==> config.mk <==
export PLATFORM = sky130hd
export DESIGN_NAME = refresh_counter_ctl
export DESIGN_NICKNAME = d
export VERILOG_FILES = /design/src/rtl/refresh_counter_ctl.sv
export SDC_FILE = /design/constraint.sdc
export NUM_CORES = 1
export LEC_CHECK = 0
export ABC_AREA = 1
export BUFFER_PORTS_ARGS = -buffer_cell sky130_fd_sc_hd__buf_2
export CAP_MARGIN = 20
export CORE_MARGIN = 2
export CORE_UTILIZATION = 56
export DETAILED_ROUTE_END_ITERATION = 8
export GPL_ROUTABILITY_DRIVEN = 1
export MAX_ROUTING_LAYER = met4
export PLACE_DENSITY = 0.83
export SETUP_SLACK_MARGIN = 0.15
export SYNTH_ARGS = -nofsm -noshare
export SYNTH_HDL_FRONTEND = slang
export SYNTH_SLANG_ARGS = --single-unit
==> constraint.sdc <==
create_clock -name clk -period 3 [get_ports clk]
set_input_delay 0.6 -clock clk [delete_from_list [all_inputs] [get_ports clk]]
set_output_delay 0.6 -clock clk [all_outputs]
set_load 0.03 [all_outputs]
==> src/rtl/refresh_counter_ctl.sv <==
module refresh_counter_ctl #(
  parameter int CW      = 15,
  parameter int NB      = 16,
  parameter int T_RFC1  = 384,
  parameter int T_RFC2  = 280,
  parameter int T_RFC4  = 208,
  parameter int T_RFCPB = 200
) (
  input  logic          clk,
  input  logic          rst_n,
  input  logic          cmd_valid,
  input  logic [1:0]    cmd_kind,
  input  logic          cmd_skip,
  input  logic [CW-1:0] cmd_wdata,
  input  logic [1:0]    gran,
  input  logic          per_bank,
  input  logic          self_ref,
  input  logic          sr_tick,
  output logic          busy,
  output logic [NB-1:0] bank_busy,
  output logic          rd_valid,
  output logic [CW-1:0] rd_data,
  output logic          proto_err
);

  localparam int BW    = (NB > 1) ? $clog2(NB) : 1;
  localparam int TM12  = (T_RFC1 > T_RFC2) ? T_RFC1 : T_RFC2;
  localparam int TM4P  = (T_RFC4 > T_RFCPB) ? T_RFC4 : T_RFCPB;
  localparam int TMAX  = (TM12 > TM4P) ? TM12 : TM4P;
  localparam int TW    = $clog2(TMAX + 1);

  localparam logic [1:0] K_NOP = 2'd0;
  localparam logic [1:0] K_REF = 2'd1;
  localparam logic [1:0] K_RD  = 2'd2;
  localparam logic [1:0] K_WR  = 2'd3;

  logic [CW-1:0] cnt;
  logic [BW-1:0] bank;
  logic [BW-1:0] busy_idx;
  logic [TW-1:0] tmr;
  logic          busy_r;
  logic          busy_pb;
  logic [CW-1:0] step;
  logic [TW-1:0] t_len;

  wire cls      = cmd_valid && (cmd_kind != K_NOP);
  wire blocked  = busy_r || self_ref;
  wire take     = cls && !blocked;
  wire bank_end = (bank == BW'(NB - 1));
  wire row_adv  = !per_bank || bank_end;
  wire sr_step  = self_ref && sr_tick;

  always_comb begin
    case (gran)
      2'd1:    step = CW'(2);
      2'd2:    step = CW'(1);
      default: step = CW'(4);
    endcase
  end

  always_comb begin
    if (per_bank) t_len = TW'(T_RFCPB - 1);
    else begin
      case (gran)
        2'd1:    t_len = TW'(T_RFC2 - 1);
        2'd2:    t_len = TW'(T_RFC4 - 1);
        default: t_len = TW'(T_RFC1 - 1);
      endcase
    end
  end

  always_ff @(posedge clk) begin
    if (!rst_n) begin
      cnt       <= '0;
      bank      <= '0;
      busy_idx  <= '0;
      tmr       <= '0;
      busy_r    <= 1'b0;
      busy_pb   <= 1'b0;
      rd_valid  <= 1'b0;
      rd_data   <= '0;
      proto_err <= 1'b0;
    end else begin
      rd_valid  <= 1'b0;
      proto_err <= cls && blocked;
      if (busy_r) begin
        if (tmr == '0) busy_r <= 1'b0;
        else           tmr <= tmr - 1'b1;
      end
      if (sr_step) begin
        cnt <= cnt + CW'(4);
      end else if (take) begin
        case (cmd_kind)
          K_REF: begin
            if (row_adv) cnt <= cnt + step;
            if (per_bank) bank <= bank_end ? '0 : bank + 1'b1;
            if (!cmd_skip) begin
              busy_r   <= 1'b1;
              tmr      <= t_len;
              busy_pb  <= per_bank;
              busy_idx <= bank;
            end
          end
          K_RD: begin
            rd_data  <= cnt;
            rd_valid <= 1'b1;
          end
          K_WR:    cnt <= cmd_wdata;
          default: ;
        endcase
      end
    end
  end

  assign busy      = busy_r;
  assign bank_busy = !busy_r ? '0 : (busy_pb ? (NB'(1) << busy_idx) : '1);

  logic [TW:0] run;
  always_ff @(posedge clk) begin
    if (!rst_n)    run <= '0;
    else if (busy) run <= run + 1'b1;
    else           run <= '0;
  end

  p_mask_shape_r7: assert property (@(posedge clk) disable iff (!rst_n)
    (bank_busy == '0) || ($countones(bank_busy) == 1) || (&bank_busy));

  p_busy_bound_r2: assert property (@(posedge clk) disable iff (!rst_n)
    busy |-> (run < (TW+1)'(TMAX)));

  p_real_busy_r2: assert property (@(posedge clk) disable iff (!rst_n)
    (take && cmd_kind == K_REF && !cmd_skip && !sr_step) |=> busy);

  p_skip_free_r3: assert property (@(posedge clk) disable iff (!rst_n)
    (take && cmd_kind == K_REF && cmd_skip) |=> !busy);

  p_reject_r9: assert property (@(posedge clk) disable iff (!rst_n)
    (cls && blocked && !sr_step) |=> (proto_err && $stable(cnt) && !rd_valid));

  p_read_r5: assert property (@(posedge clk) disable iff (!rst_n)
    (take && cmd_kind == K_RD && !sr_step) |=> (rd_valid && rd_data == $past(cnt)));

  p_sr_step_r8: assert property (@(posedge clk) disable iff (!rst_n)
    sr_step |=> (cnt == $past(cnt) + CW'(4)));

endmodule

==> run metrics, run 1 <==
outcome=complete, no violations; Async S/R FF share, synth=0%; Max Root-Sink Buffers=2; worst skew pair latency=roughly 320 ps; Hold Startpoint=rd_data[5]; drt pass-1 iters=5; fraction of layout cells with a size suffix above 1=about 13%; vias in the first global route=3,329; Endpoint, Worst Hold=rd_data[5]; CP max stage cell=dfxtp_1; Port Buffers=just under 60; TritonCTS clock tree=done; row cnt=28; fin crit share=between 80% and 90%; Setup Buffers After CTS=0; Hold Vio Cnt, Final=0; Synth Flop Type=dfxtp_1; PwrDens=a little under 400 nW/µm²; VDD IR max=0.315 mV; Worst Skew=10.2 ps; Tmin final=roughly 2700 ps; Power, Total=roughly 1.5 mW; gpl congestion=0.914; Core Area=5890 µm²; initial antenna violation count=0; worst-margin pin slew=between 600 and 700 ps; MaxCap Viol Count=0; H-tree depth=2; # setup viols final=0; Layout Utilization=64.2%; Unique masters post-synth=33; vias per cell=5.72; cts-stage hold buffer count=0; reg-to-reg startpoint=cnt[0]; gr usage total=between 20% and 30%; wirelength, routed=~8900 µm; Num CTS Buffers=5; Vias=between 3,000 and 4,000; sequential area share after synthesis=between 30 and 40%; CP required=between 2000 and 2500 ps; hpwl dp=6410 µm; hold depth=2; Avg Synthesized Cell Area=~6.1 µm²; Critical Path AT=between 2000 and 2500 ps; largest net degree at the start of global routing=32; CTS sink cnt=roughly 50; grt total ovfl=0; clock transition at the registers of the reported paths=100 ps; synth-to-layout area growth=12.0%; WL per Instance=approximately 13 µm; die width=roughly 80 µm; f_max=~370 MHz; worst rel slew slack=56.5%; type of the most critical hold path=reg2reg; Die Ht=81.6 µm; syn_nets=between 500 and 600; YS warnings=0; Gates resized, CTS repair=0; Synth Register Bits=between 50 and 60; Placed Instances=665; Initial Utilization=a little under three fifths; worst path cell trace=clkinv_1 -> a21oi_1 -> buf_2; RSZ-0062 raised after global routing=no; EDFF count, synth=0; Pleak=~1.8 nW; die footprint=6660 µm²; final layout net count=between 600 and 700; CP Capture Type=primary output; CP max stage delay=between 600 and 700 ps; crit path kind=reg2out; Final Slew Violations=0; antenna diode count=0; DRT iter0 DRCs=between 200 and 250; R2R Setup Slk=990 ps; CP Max Fanout=19; Non-Filler Instances=673; FF-to-FF path depth=9; clock root cell=clkbuf_8; first-pass GRT wire length=between 10,000 and 15,000 µm; cell area after synthesis=about 3400 µm²; final hold slack=approximately 460 ps; Routed Antenna Nets=0; Ports=60; Worst R2R End=cnt[12]; setup TNS=0 ps; number of remaining DRC errors=0; CP Launch Type=flip-flop; Mapped Cells=between 500 and 600
-- worst max-delay path: cells and delay by family (launching register included) --
kind | cells | cell delay [ps]
flip-flops | 1 | 630
AO/OA/AOI/OAI | 1 | 310
buffers and inverters | 2 | 810
-- per-stage QoR --
| stage | instance area [µm²] | setup slack, ps |
|---|---|---|
| 2_1_floorplan | 3370 | 760 |
| 3_3_place_gp | 3660 | 456 |
| 3_5_place_dp | 3660 | 398 |
| 4_1_cts | 3780 | 358 |
| 5_1_grt | 3780 | 219 |
| 6_report | 3780 | 332 |
-- kinds of logic (layout without fill, tap and decap cells) --
| kind of cell | Yosys count | after routing | synth area share, % |
|---|---|---|---|
| buffers and inverters | 91 | 136 | 11.2 |
| and+or+nand+nor | 289 | 289 | 37.4 |
| AOI/OAI and AO/OA | 109 | 109 | 16.4 |
| xor gates and xnor gates | 3 | 3 | 0.779 |
| DFF | 51 | 51 | 30.3 |
| adders and majority gates | 10 | 10 | 3.93 |
-- per-layer routing --
layer / GRT usage (%) / vias up / wire length (µm)
met4: 11.2 / 0 / 264
li1: - / 1909 / -
met3: 3.41 / 26 / 492
met1: 31.5 / 1749 / 3740
met5: - / - / 0
met2: 48.0 / 164 / 4390
-- flip-flops by register name, indices dropped and copies added, names as in the netlist --
register / flops
bank: 4
rd_data: 15
busy: 1
busy_idx: 4
proto_err: 1
rd_valid: 1
busy_pb: 1
cnt: 15
tmr: 9
-- cell usage in the layout (no fill, tap or decap), types with 2 or more instances in the layout --
master | netlist | final
dfxtp_1 | 51 | 51
inv_1 | 56 | 56
ha_1 | 9 | 9
buf_2 | 7 | 59
clkbuf_8 | 0 | 5
nand3_2 | 2 | 2
buf_4 | 1 | 4
o21ai_0 | 26 | 26
inv_2 | 2 | 2
xor2_1 | 2 | 2
clkinv_1 | 6 | 6
nand3_1 | 53 | 53
nand2_1 | 102 | 102
a21oi_1 | 69 | 69
o21ai_1 | 10 | 10
nor2_1 | 96 | 96
nor3_1 | 3 | 3
nand4_1 | 29 | 29
-- worst max-delay path by stage --
stage | from | to | slack, ps | depth (start not counted)
floorplan | gran[0] | cnt[12] | 760 | 11
global placement | gran[0] | cnt[12] | 460 | 12
detailed placement | gran[0] | cnt[12] | 400 | 12
CTS | busy | bank_busy[7] | 360 | 3
global route | busy | bank_busy[8] | 220 | 3
finish | busy | bank_busy[7] | 330 | 3
-- Yosys cell counts, types with 2 or more instances --
cell type	n	area [µm²]
inv_2	2	7.51
nor2_1	96	360
o21ai_1	10	50.1
dfxtp_1	51	1020
o21ai_0	26	130
nand4_1	29	181
nand2_1	102	383
nand3_2	2	20.0
nand3_1	53	265
clkbuf_1	14	52.6
clkinv_1	6	22.5
inv_1	56	210
xor2_1	2	17.5
buf_2	7	35.0
nor3_1	3	15.0
a21oi_1	69	345
ha_1	9	113
-- power breakdown --
group	leakage [nW]	switching, mW	internal (mW)
Clock	0.0548	0.252	0.252
Combinational	1.32	0.165	0.0834
Sequential	0.414	0.0361	0.700
Total	1.78	0.453	1.03
-- final cells by class --
class / instances / area (µm²)
Fill cell: 569 / 2110
Multi-Input combinational cell: 411 / 1970
Sequential cell: 51 / 1020
Timing Repair Buffer: 63 / 325
Inverter: 65 / 246
Tap cell: 75 / 93.8
Clock buffer: 5 / 68.8
Clock inverter: 3 / 46.3
No activity file was read; power rests on OpenSTA's default activity.
==> run 2, diff against run 1 <==
--- a/config.mk
+++ b/config.mk
@@ -12,6 +12,7 @@
 export CORE_UTILIZATION = 56
 export DETAILED_ROUTE_END_ITERATION = 8
 export GPL_ROUTABILITY_DRIVEN = 1
+export GPL_TIMING_DRIVEN = 0
 export MAX_ROUTING_LAYER = met4
 export PLACE_DENSITY = 0.83
 export SETUP_SLACK_MARGIN = 0.15
==> run 2 against run 1 <==
Via count is 0.23% lower. Highest routed layer unchanged. Sequential share of layout area is 0.58 points lower. Non-clock buffer count is 22 higher. Worst hold slack worse by 5.1 ps. Global-route usage is 1.6 points higher. Register-to-register slack worse by 130 ps. Setup slack better by 240 ps. Largest power group unchanged.
==> run metrics, run 2 (synthesized netlist as in run 1, its figures left out) <==
outcome=complete, no violations; gpl congestion=between 0.9 and 1; Tmin final=~2400 ps; worst-margin pin slew=between 500 and 600 ps; Port Buffers=59; PwrDens=between 300 and 400 nW/µm²; f_max=~410 MHz; Layout Utilization=approximately two thirds; post-route cell area=between 3000 and 4000 µm²; hpwl dp=6830 µm; row cnt=28; min setup slack post-route=569 ps; CP Max Fanout=7; Setup Buffers After CTS=0; fraction of layout cells with a size suffix above 1=between 10 and 15%; top flop regs=cnt (15), rd_data (15), tmr (9); Num CTS Buffers=5; Core Area=5890 µm²; synth-to-layout area growth=14.4%; vias in the first global route=about 3,400; fin crit share=approximately 80%; clock transition at the registers of the reported paths=110 ps; Gates resized, CTS repair=0; grt total ovfl=0; VDD IR max=approximately 0.24 mV; # setup viols final=0; final layout net count=about 660; vias per cell=roughly 5.5; Ports=60; first-pass GRT wire length=14,800 µm; H-tree depth=2; Initial Utilization=between 50% and 60%; Post-Place Worst Slack=319 ps; crit path kind=in2reg; Routed Antenna Nets=0; initial antenna violation count=0; antenna diode count=0; MaxCap Viol Count=0; CP Capture Type=flip-flop; number of remaining DRC errors=0; cell area after placement=around 3800 µm²; clock root cell=clkbuf_8; Pleak=between 1.5 and 2 nW; CTS sink cnt=about 50; commonest non-fill, non-tap cell in the layout=nand2_1; RSZ-0062 raised after global routing=no; Final Slew Violations=0; worst rel slew slack=between 60% and 70%; DRT iter0 DRCs=195; Die Ht=between 80 and 90 µm; TritonCTS clock tree=done; Power, Total=between 1 and 1.5 mW; setup TNS=0 ps; Critical Path AT=about 2700 ps; largest net degree at the start of global routing=19; die width=between 80 and 90 µm; wirelength, routed=9070 µm; CP required=about 3200 ps; Worst Skew=approximately 12 ps; Vias=3,839; fillers=about 560; drt pass-1 iters=5; Max Root-Sink Buffers=2; CP Launch Type=input pin; most frequent cells in the layout=102 x nand2_1, 96 x nor2_1, 69 x a21oi_1; gr usage total=between 20% and 30%; WL per Instance=about 13 µm; die footprint=6660 µm²; cts-stage hold buffer count=0; Hold Vio Cnt, Final=0; type of the most critical hold path=reg2reg; worst skew pair latency=320 ps
-- run 2: cell count changes in the layout (fill, tap and decap cells not counted), moves of 2 or more --
cell / before / now
buf_2: 59 / 66
buf_4: 4 / 1
clkinv_4: 0 / 2
clkbuf_1: 0 / 14
-- run 2: path summary, 6_finish.rpt --
kind	startpoint	to	slack, ps	cells after the start
min	rd_data[5]	rd_data[5]	460	2
max reg2reg	cnt[0]	cnt[12]	860	9
max	gran[0]	cnt[12]	570	12
min reg2reg	rd_data[5]	rd_data[5]	460	2
-- run 2: report_power, final --
part           internal [mW]  leakage (nW)  switching (mW)  total, mW
sequential             0.700         0.414          0.0228      0.722
clock                  0.174        0.0502           0.264      0.437
combinational         0.0908          1.37           0.182      0.273
-- run 2: stage by stage --
step | std cells | hold slack (ps)
global placement | 687 | 440
global route | 695 | 480
floorplan | 553 | 449
CTS | 695 | 460
detailed placement | 687 | 443
finish | 695 | 458
-- run 2: area by class of cell --
cell class	instances	area (µm²)	share of cell area, %
Buffer	26	130	3.37
Clock buffer	5	68.8	1.78
Clock inverter	3	28.8	0.746
Inverter	65	246	6.39
Multi-Input combinational cell	411	1970	51.2
Sequential cell	51	1020	26.5
Tap cell	75	93.8	2.43
Timing Repair Buffer	59	295	7.65
-- run 2: routing by layer --
layer / vias up / part of all wire, % / global-route usage, %
met5: - / 0 / -
met4: 0 / 3.7 / 14.2
met3: 30 / 5.8 / 4.18
met2: 156 / 48 / 49.3
met1: 1694 / 43 / 33.4
li1: 1959 / - / -
-- run 2: worst max-delay path, cell delays in order --
cell and delay [ps]:
buf_2 110, inv_1 70, ha_1 180, ha_1 220
inv_1 70, fa_1 400, o21ai_1 490, nand3_1 150
nand2_1 90, nand3_1 80, a21oi_1 160, nor2_1 50
